<file path="config.mk">
export PLATFORM = sky130hd
export DESIGN_NAME = sad_unit
export DESIGN_NICKNAME = d
export VERILOG_FILES = /design/src/rtl/sad_pkg.sv /design/src/rtl/sad_absdiff.sv /design/src/rtl/sad_lane_bank.sv /design/src/rtl/sad_unit.sv
export SDC_FILE = /design/constraint.sdc
export NUM_CORES = 1
export LEC_CHECK = 0
export BUFFER_PORTS_ARGS = -buffer_cell sky130_fd_sc_hd__buf_2
export CORE_MARGIN = 5
export CORE_UTILIZATION = 50
export CTS_CLUSTER_DIAMETER = 30
export DETAILED_ROUTE_END_ITERATION = 12
export PLACE_DENSITY = 0.71
export SYNTH_ARGS = -nofsm -noshare
export SYNTH_HDL_FRONTEND = slang
export SYNTH_SLANG_ARGS = --single-unit
</file>
<file path="constraint.sdc">
create_clock -name clk -period 10.2 [get_ports clk]
set_clock_uncertainty 0.1 [all_clocks]
set_input_delay 0.51 -clock clk [delete_from_list [all_inputs] [get_ports clk]]
set_output_delay 0.51 -clock clk [all_outputs]
set_load 0.005 [all_outputs]
</file>
<file path="src/rtl/sad_pkg.sv">
package sad_pkg;
  typedef enum logic [1:0] {
    SAD_BYTE   = 2'b00,
    SAD_HALF   = 2'b01,
    SAD_WORD   = 2'b10,
    SAD_MASKED = 2'b11
  } sad_mode_e;
endpackage

</file>
<file path="src/rtl/sad_absdiff.sv">
module sad_absdiff #(
  parameter int LANE_W = 8
) (
  input  logic [LANE_W-1:0] a,
  input  logic [LANE_W-1:0] b,
  output logic [LANE_W-1:0] d
);
  logic a_ge_b;
  always_comb begin
    a_ge_b = (a >= b);
    d      = a_ge_b ? (a - b) : (b - a);
  end

  // the difference never exceeds the larger operand
  always_comb begin
    assert (d <= (a_ge_b ? a : b));
  end
endmodule

</file>
<file path="src/rtl/sad_lane_bank.sv">
module sad_lane_bank #(
  parameter int DATA_W = 32,
  parameter int LANE_W = 8
) (
  input  logic [DATA_W-1:0] a,
  input  logic [DATA_W-1:0] b,
  input  logic              mask_en,
  output logic [DATA_W-1:0] sum
);
  localparam int N_LANES = DATA_W / LANE_W;

  logic [LANE_W-1:0] diff [N_LANES];
  logic [N_LANES-1:0] keep;

  for (genvar g = 0; g < N_LANES; g++) begin : g_lane
    sad_absdiff #(.LANE_W(LANE_W)) u_abs (
      .a(a[g*LANE_W +: LANE_W]),
      .b(b[g*LANE_W +: LANE_W]),
      .d(diff[g])
    );
    assign keep[g] = !(mask_en && (a[g*LANE_W +: LANE_W] == '0));
  end

  always_comb begin
    sum = '0;
    for (int i = 0; i < N_LANES; i++) begin
      if (keep[i]) sum = sum + DATA_W'(diff[i]);
    end
  end
endmodule

</file>
<file path="src/rtl/sad_unit.sv">
module sad_unit #(
  parameter int DATA_W = 32,
  parameter int BYTE_W = 8,
  parameter int HALF_W = 16
) (
  input  logic              clk,
  input  logic              rst,
  input  logic              in_valid,
  input  logic [1:0]        mode,
  input  logic [DATA_W-1:0] src_a,
  input  logic [DATA_W-1:0] src_b,
  input  logic [DATA_W-1:0] acc,
  output logic              out_valid,
  output logic [DATA_W-1:0] result
);
  import sad_pkg::*;

  sad_mode_e   mode_e;
  logic [DATA_W-1:0] sum_byte, sum_half, sum_word, diff_sum;
  logic        use_mask;

  assign mode_e   = sad_mode_e'(mode);
  assign use_mask = (mode_e == SAD_MASKED);

  sad_lane_bank #(.DATA_W(DATA_W), .LANE_W(BYTE_W)) u_bytes (
    .a(src_a), .b(src_b), .mask_en(use_mask), .sum(sum_byte)
  );
  sad_lane_bank #(.DATA_W(DATA_W), .LANE_W(HALF_W)) u_halves (
    .a(src_a), .b(src_b), .mask_en(1'b0), .sum(sum_half)
  );
  sad_lane_bank #(.DATA_W(DATA_W), .LANE_W(DATA_W)) u_word (
    .a(src_a), .b(src_b), .mask_en(1'b0), .sum(sum_word)
  );

  always_comb begin
    unique case (mode_e)
      SAD_HALF: diff_sum = sum_half;
      SAD_WORD: diff_sum = sum_word;
      default:  diff_sum = sum_byte;
    endcase
  end

  always_ff @(posedge clk) begin
    if (rst) begin
      out_valid <= 1'b0;
      result    <= '0;
    end else begin
      out_valid <= in_valid;
      if (in_valid) result <= acc + diff_sum;
    end
  end

  AST_VALID_FOLLOWS: assert property (@(posedge clk) disable iff (rst)
    in_valid |=> out_valid);
  AST_IDLE_HOLDS: assert property (@(posedge clk) disable iff (rst)
    !in_valid |=> (!out_valid && $stable(result)));
  AST_SAME_SRC_ACC: assert property (@(posedge clk) disable iff (rst)
    (in_valid && src_a == src_b) |=> (result == $past(acc)));
  AST_MASK_ALL_ZERO: assert property (@(posedge clk) disable iff (rst)
    (in_valid && mode == 2'b11 && src_a == '0) |=> (result == $past(acc)));
  AST_WORD_FWD: assert property (@(posedge clk) disable iff (rst)
    (in_valid && mode == 2'b10 && src_a >= src_b) |=> (result == $past(acc + src_a - src_b)));
endmodule

</file>
; Word level (Yosys, flattened, before mapping)
; Cells that the tools add are included.
[totals]
in_bits = 101
reg_bits = 33
out_inout_bits = 33
elab_cells = 51
[op_classes]
n_mux = 12
reduce_logical = 8
n_addsub = 19
order_cmp = 7
eq_ne = 3
[ops]
columns = operator, count
row1 = 2-to-1 mux 32 bit, 4
row2 = adder 32 x 8 -> 32 bit, 2
row3 = case mux 32 bit (2 select lines), 1
row4 = subtractor 16 bit, 4
row5 = subtractor 32 bit, 2
row6 = subtractor 8 bit, 8
row7 = 2-to-1 mux 8 bit, 5
row8 = adder 32 bit, 1
row9 = >= comparator 16 bit, 2
row10 = >= comparator 32 bit, 1
row11 = >= comparator 8 bit, 4
row12 = zero test 8 bit, 4
row13 = 2-to-1 mux 16 bit, 2
row14 = adder 16 x 16 -> 17 bit, 1
row15 = adder 8 x 8 -> 9 bit, 1
row16 = equality test 2 bit (second input constant), 2
row17 = logical AND 1 bit, 4
row18 = equality test 2 x 1 -> 1 bit (second input constant), 1

; Logic depth before layout (Yosys ltp)
; Gate-level depths: netlist of the first run.
[logic_depth]
depth_word = 11
ltp_mapped = 41
depth_no_buf = 41

; Modules after synthesis
; From an unflattened synthesis of the first run, not the netlist that was laid out.
[unflattened]
hier_cells = 2235
hier_area_um2 = 16144.2
[modules_own_cells]
columns = mod, instances, cells_per_inst, area_per_inst_um2, seq_area_each_um2
row1 = sad_absdiff (u_word.g_lane[0].u_abs), 1, 511, 3525.9, 0.0
row2 = sad_unit, 1, 480, 3520.9, 660.6
row3 = sad_absdiff (u_halves.g_lane[0].u_abs ...), 2, 215, 1572.8, 0.0
row4 = sad_absdiff (u_bytes.g_lane[0].u_abs ...), 3, 81, 651.9, 0.0
row5 = sad_lane_bank (u_bytes), 1, 239, 1706.6, 0.0
row6 = sad_lane_bank (u_halves), 1, 160, 1141.1, 0.0
row7 = sad_absdiff (u_bytes.g_lane[2].u_abs), 1, 86, 665.6, 0.0
row8 = sad_lane_bank (u_word), 1, 86, 483.0, 0.0

; Least setup slack after synthesis of the first run
; No wires, ideal clock.
[synth_path]
path_type = input-to-reg
from = in src_a[0]
to = reg result[31]
t_required_ps = 9984
arrival_ps = 7896
n_path_buf = 0
setup_slack_ps = 2088
setup_time_ps = 116
stages = 39
cell_sequence = inv_1 ha_1 inv_1 fa_1 a21o_1 a22oi_1 a21oi_1 nor2_1 mux2i_1 nor2_1 ha_1 a21o_1 a21oi_1 o21ai_0 a21oi_1 xnor2_1 mux2_2 ha_1 [3 not listed] xor2_1 a22o_1 or2_2 ha_1 o21ai_0 a21oi_1 xnor2_1 a21oi_1 ha_1 and3_1 a221o_1 a22oi_1 a211oi_1 o21ai_0 o311ai_0 xnor2_1 o311ai_0 o211a_1
[synth_between]
elab_chain_len = 11
word_cells_on_any_way = 24
cone_classes = 11 x add/sub / 3 x order compare / 8 x mux / 2 x reduce/logical
[synth_lines]
columns = element, line_no
row1 = "start, declared", sad_unit.sv:10  ; input logic [DATA_W-1:0] src_a,
row2 = "subtractor 8 bit, or another cell as far along", sad_absdiff.sv:11  ; d = a_ge_b ? (a - b) : (b - a);
row3 = 2-to-1 mux 8 bit / logical AND 1 bit (equally long branches), "sad_absdiff.sv:11, sad_lane_bank.sv:21"
row4 = 2-to-1 mux 8 bit, sad_lane_bank.sv:27  ; if (keep[i]) sum = sum + DATA_W'(diff[i]);
row5 = adder 8 x 8 -> 9 bit, sad_lane_bank.sv:27
row6 = 2-to-1 mux 32 bit, sad_lane_bank.sv:27
row7 = adder 32 x 8 -> 32 bit, sad_lane_bank.sv:27
row8 = 2-to-1 mux 32 bit, sad_lane_bank.sv:27
row9 = adder 32 x 8 -> 32 bit, sad_lane_bank.sv:27
row10 = 2-to-1 mux 32 bit, sad_lane_bank.sv:27
row11 = case mux 32 bit (2 select lines) (*), sad_unit.sv:36  ; unique case (mode_e)
row12 = adder 32 bit (*), sad_unit.sv:49  ; if (in_valid) result <= acc + diff_sum;
row13 = "end signal, assigned", sad_unit.sv:49
row14 = "end, declared", sad_unit.sv:14  ; output logic [DATA_W-1:0] result
; Every way passes the cells marked *; elsewhere a longest branch is shown, timed or not.
; A chain may end at the register's enable or synchronous reset.

; Final worst setup path of the first run
; Ends and elaborated chain as after synthesis.

==> out/results.ini, run 1 <==
[detailed_routing]
dr.pass1.iters = 6
ant_nets = 0
wirelength_um = 33430
wl_per_cell_um = 18.89
vias = 10880
initialDrtViolationCount = 865
vias_per_cell = 6.145
drc = 0

[yosys]
synthArstFlopShare_pct = 0
synth_xor_area_share_pct = 10.46
synth_mux_area_share_pct = 8.487
synthDistinctLibCells = 82
netlist_area_mm2 = 0.01022
ys_ff_latch = 33
synth_compound_area_share_pct = 29.25
synth_edf_count = 0
yosysSeqAreaShare_pct = 6.467
synth_fa_ha_area_share_pct = 20.06
postSynthCellCount = 1409
synth_ff_type = dfxtp_1
synth_top_family_by_area = compound AO/OA/AOI/OAI gates
synth_nets = 1666
ys_warn_count = 0
avgSynthCellArea_um2 = 7.251
yosys.area_share.simple_pct = 17.92

[sta]
finalHoldViolations = 0
relSlewSlack_pct = 33.34
setup_viol = 0
tns_ns = 0
timing.final.crit_share_pct = 90.38
tightest_slew_ns = 0.9932
slew_viol_final = 0
max_freq_ghz = 0.1085
grt_setup_unrepaired = no
min_period_ns = 9.219

[finish]
multiInputGateArea_mm2 = 0.008803
seq_area_um2 = 660.6
area_delta_synth_final_pct = 9.075
fill_cells = 2039
diodes = 0
layout_commonest_cell = ha_1
postLayoutCoreUtil_pct = 55.25
drive_gt1_share_pct = 12.80
final_cell_mix = 143 x ha_1, 133 x buf_2, 132 x a21oi_1, 127 x inv_1, 115 x nor2_1
fin_nets = 1757

[global_route]
antenna_found_initial = 1
grt_max_degree = 37
grt_first_pass_wirelength_um = 53060
grt_pass1_vias = 10200
gr-usage-all-layers_pct = 27.07
overflow = 0

[cts]
post_cts_buffers = 0
cts_sinks = 33
cts_buffers = 5
path_clk_slew_ns = 0.05
cts.htree.levels = 2
cts_tree = built
clockRootBuffer = clkbuf_16
cts_resized = 0
clk_latency_ns = 0.28
cts_buffer_depth = 2
ctsHoldBuffers = 0

[power_and_ir_drop]
seqPwrFrac_pct = 6.0
comb_power_share_pct = 88.8
p_sw_share_pct = 52.41
switchingPower_mw = 1.489
p_leak_nw = 5.423
p_int_mw = 1.352
ir_drop_mv = 0.1913
clockPowerShare_pct = 5.1
power_density_mw_per_mm2 = 254.9

[die]
chipWidth_um = 152.9
start_util_pct = 50.65
ioPinCount = 134
die_area_mm2 = 0.02339
fp.coreArea_mm2 = 0.02017
rows = 52
die_h_um = 152.9

[setup_path]
rr_startpoint = result[31]
startpoint_type = primary input
crit_path_end_kind = flip-flop
worstRegToRegCells = 3
r2r_setup_slack_ns = 9.41
critical_path.startpoint = src_a[0]
r2r-end = result[31]
worst-path-max-fanout = 5
worst-setup-path-type = primary input to flip-flop
max_stage_delay_ns = 0.49
required_ns = 10.27
worstPathArrival_ns = 9.29
slowest_stage = a211oi_1
crit_path_frequent_cell = a21oi_1

[worst_hold_path]
hp-class = flip-flop to flip-flop
hp-start = result[21]
min_path_cells = 2
worstHoldEndpoint = result[21]

[placement]
place.gp.congestion = 1.002
io_buffers = 133
dp_hpwl_um = 27910

[run_status]
status = completed

[run]
drv_cap = 0

## worst max-delay path, delay by kind of cell
| kind | cells | cell delay, ns |
|---|---|---|
| AND/OR/NAND/NOR | 7 | 1.58 |
| adder cells (fa/ha/maj) | 6 | 2.07 |
| XOR/XNOR | 3 | 0.42 |
| buffers and inverters | 4 | 0.30 |
| AO/OA/AOI/OAI | 20 | 4.19 |
| multiplexers | 1 | 0.19 |
## registers in the layout, indices dropped and copies added, names as in the netlist
name       flops
out_valid      1
result        32
## area by class of cell
class / count / share of cell area [%]
clock buffer: 7 / 1.280
inverter: 128 / 4.312
multi-input combinational: 1192 / 79.00
sequential: 33 / 5.929
tap: 270 / 3.032
timing repair buffer: 140 / 6.445
## metal layers
metal / global-route usage [%] / share of wire (%) / up-vias
met3: 3.789 / 8.3 / 59
met1: 37.52 / 44 / 5067
met2: 43.41 / 44 / 486
li1: - / - / 5263
met4: 8.825 / 3.1 / 2
met5: 0 / 0.039 / -
## synthesized netlist by cell type (all sizes together), types with 4 or more instances
cell     instances  area share [%]
nand2           97             3.6
inv            127             4.7
nor2b           17             1.0
and2            12            0.73
mux2            18             2.0
a2111oi          4            0.53
o221ai           4            0.34
and3             9            0.66
o211ai          13            0.96
o21ai           84             4.2
o31ai           10            0.78
o21bai          28             2.1
or3             11            0.72
nand3           23             1.1
nand4           20             1.2
a21boi           8            0.59
clkbuf          21            0.78
nor3            33             1.6
a21o            48             3.5
buf             35             1.9
a211oi          19             1.4
a221oi          13             1.1
or4              5            0.37
o21a            17             1.2
fa              13             2.5
a21oi          133             6.6
nand2b          11            0.67
nor2           115             4.2
or2              9            0.55
a31o             5            0.43
mux2i           66             6.5
o22ai            4            0.24
xnor2           81             6.9
a31oi           22             1.5
o311ai           5            0.43
dfxtp           33             6.5
xor2            41             3.5
ha             143              18
and4             7            0.60
## metrics by stage
stage	instances	setup WS (ns)	hold WS, ns	area, um2	total power, mW
floorplan	1409	2.088	0.3487	10220	2.101
global placement	1763	1.217	0.3507	11000	2.596
detailed placement	1763	0.9473	0.3530	11000	2.640
CTS	1770	1.211	0.3642	11140	2.802
global route	1770	0.2410	0.3759	11140	3.123
finish	1770	0.9809	0.3671	11140	2.841
## power groups by stage
| stage | Clock (mW) | Combinational, mW | Sequential, mW |
|---|---|---|---|
| after floorplan | 0 | 1.93 | 0.176 |
| after global placement | 0 | 2.42 | 0.174 |
| after detailed placement | 0 | 2.47 | 0.174 |
| after CTS | 0.149 | 2.48 | 0.172 |
| after global routing | 0.155 | 2.79 | 0.175 |
| final | 0.146 | 2.52 | 0.172 |
## how the worst max path moves through the flow
stage / end / slack, ns / depth (start not counted)
after floorplan: result[31] / 2.09 / 39
after global placement: result[31] / 1.22 / 40
after detailed placement: result[31] / 0.95 / 41
after CTS: result[31] / 1.21 / 41
after global routing: result[31] / 0.24 / 40
final: result[31] / 0.98 / 41
## logic make-up after synthesis
| group | after synthesis |
|---|---|
| buf+inv | 184 |
| compound gates | 452 |
| simple gates | 378 |
| xor+xnor | 122 |
| fa+ha+maj | 156 |
| mux | 84 |
| flops | 33 |
(Power assumes the default switching activity.)
==> run 2, diff against run 1 <==
--- a/config.mk
+++ b/config.mk
@@ -7,10 +7,9 @@
 export LEC_CHECK = 0
 export BUFFER_PORTS_ARGS = -buffer_cell sky130_fd_sc_hd__buf_2
 export CORE_MARGIN = 5
-export CORE_UTILIZATION = 50
+export CORE_UTILIZATION = 35
 export CTS_CLUSTER_DIAMETER = 30
 export DETAILED_ROUTE_END_ITERATION = 12
-export PLACE_DENSITY = 0.71
 export SYNTH_ARGS = -nofsm -noshare
 export SYNTH_HDL_FRONTEND = slang
 export SYNTH_SLANG_ARGS = --single-unit
==> run 2 against run 1 <==
  * Combinational power about the same
  * Critical endpoint unchanged
  * First-iteration DRC count up 15%
  * Clock power about the same
  * Count of clock-buffer cells in the layout unchanged
  * Wire length up 7.2%
  * Worst setup slack better by 0.16 ns
==> out/results.ini, run 2 (same netlist as run 1, synthesis figures left out) <==
[sta]
tightest_slew_ns = 1.078
slew_viol_final = 0
finalHoldViolations = 0
grt_setup_unrepaired = no
relSlewSlack_pct = 27.66
max_freq_ghz = 0.1104
setup_viol = 0
min_period_ns = 9.059
tns_ns = 0
timing.final.crit_share_pct = 88.82

[cts]
cts_buffer_depth = 2
path_clk_slew_ns = 0.05
cts_buffers = 5
clk_latency_ns = 0.27
cts_resized = 0
cts_tree = built
clockRootBuffer = clkbuf_16
post_cts_buffers = 0
cts.htree.levels = 2
cts_sinks = 33
ctsHoldBuffers = 0

[global_route]
gr-usage-all-layers_pct = 20.84
antenna_found_initial = 0
overflow = 0
grt_max_degree = 37
grt_first_pass_wirelength_um = 55920
grt_pass1_vias = 10180

[detailed_routing]
dr.pass1.iters = 5
wirelength_um = 35830
drc = 0
initialDrtViolationCount = 991
vias_per_cell = 5.614
ant_nets = 0
vias = 10590
wl_per_cell_um = 18.99

[die]
die_h_um = 180.8
start_util_pct = 35.50
ioPinCount = 134
rows = 62
fp.coreArea_mm2 = 0.02878
chipWidth_um = 180.8
die_area_mm2 = 0.03270

[finish]
drive_gt1_share_pct = 12.97
largest_register_ffs = 32
top_register = result
layout_commonest_cell = ha_1
fill_cells = 3081
reg_top3 = result (32), out_valid (1)
fin_nets = 1760
area_delta_synth_final_pct = 10.69
final_cell_mix = 143 x ha_1, 133 x buf_2, 132 x a21oi_1, 127 x inv_1, 115 x nor2_1
postLayoutCoreUtil_pct = 39.29
diodes = 0

[power_and_ir_drop]
ir_drop_mv = 0.2035
power_density_mw_per_mm2 = 253.2
p_leak_nw = 5.438

[run]
drv_cap = 0

[setup_path]
worst-path-max-fanout = 4
startpoint_type = primary input
required_ns = 10.27
max_stage_delay_ns = 0.46
worst-setup-path-type = primary input to flip-flop
crit_path_end_kind = flip-flop
slowest_stage = o311ai_0
worstPathArrival_ns = 9.13

[placement]
io_buffers = 133
dp_hpwl_um = 30260
place.gp.congestion = 0.9740

[worst_hold_path]
hp-class = flip-flop to flip-flop

[run_status]
status = completed

run 2: layer usage:
metal | up-vias | GRT usage, % | wire, um
met5 | - | 0 | 0
met4 | 0 | 6.897 | 1258
met3 | 63 | 3.217 | 2544
met2 | 398 | 32.24 | 15360
met1 | 4890 | 29.58 | 16660
li1 | 5243 | - | -
run 2: worst max-delay path: cells and delay by family:
| kind | cells | cell delay [ns] |
|---|---|---|
| XOR/XNOR | 4 | 0.75 |
| adder cells (fa/ha/maj) | 6 | 1.84 |
| multiplexers | 2 | 0.56 |
| AND/OR/NAND/NOR | 5 | 1.19 |
| buffers and inverters | 5 | 0.32 |
| AO/OA/AOI/OAI | 18 | 3.97 |
run 2: through the flow:
stage	hold WS, ns	cell area [um2]	std cells	worst slack (ns)	total power [mW]
after floorplan	0.3487	10220	1409	2.088	2.101
after global placement	0.3463	11170	1880	1.155	2.632
after detailed placement	0.3454	11170	1880	0.9677	2.676
after CTS	0.3572	11310	1887	1.228	2.837
after global routing	0.3933	11310	1887	0.2475	3.160
final	0.3487	11310	1887	1.141	2.863
run 2: final timing paths:
| kind | from | end | slack, ns | cells past startpoint |
|---|---|---|---|---|
| hold / removal | result[29] | result[29] | 0.35 | 2 |
| setup reg to reg | result[31] | result[31] | 9.40 | 3 |
| hold reg to reg | result[29] | result[29] | 0.35 | 2 |
| setup / recovery | src_a[0] | result[31] | 1.14 | 40 |
run 2: final cells by class:
type                       count  area [um2]  area share [%]
clock buffer                   7       142.6           1.261
inverter                     128       480.5           4.249
multi-input combinational   1192        8803           77.85
sequential                    33       660.6           5.842
tap                          384       480.5           4.249
timing repair buffer         143       740.7           6.550
run 2: where the power goes:
group / total (mW) / internal (mW) / switching [mW] / leakage (nW)
sequential: 0.172 / 0.159 / 0.0132 / 0.273
combinational: 2.55 / 1.10 / 1.45 / 5.09
clock: 0.146 / 0.0956 / 0.0500 / 0.0700
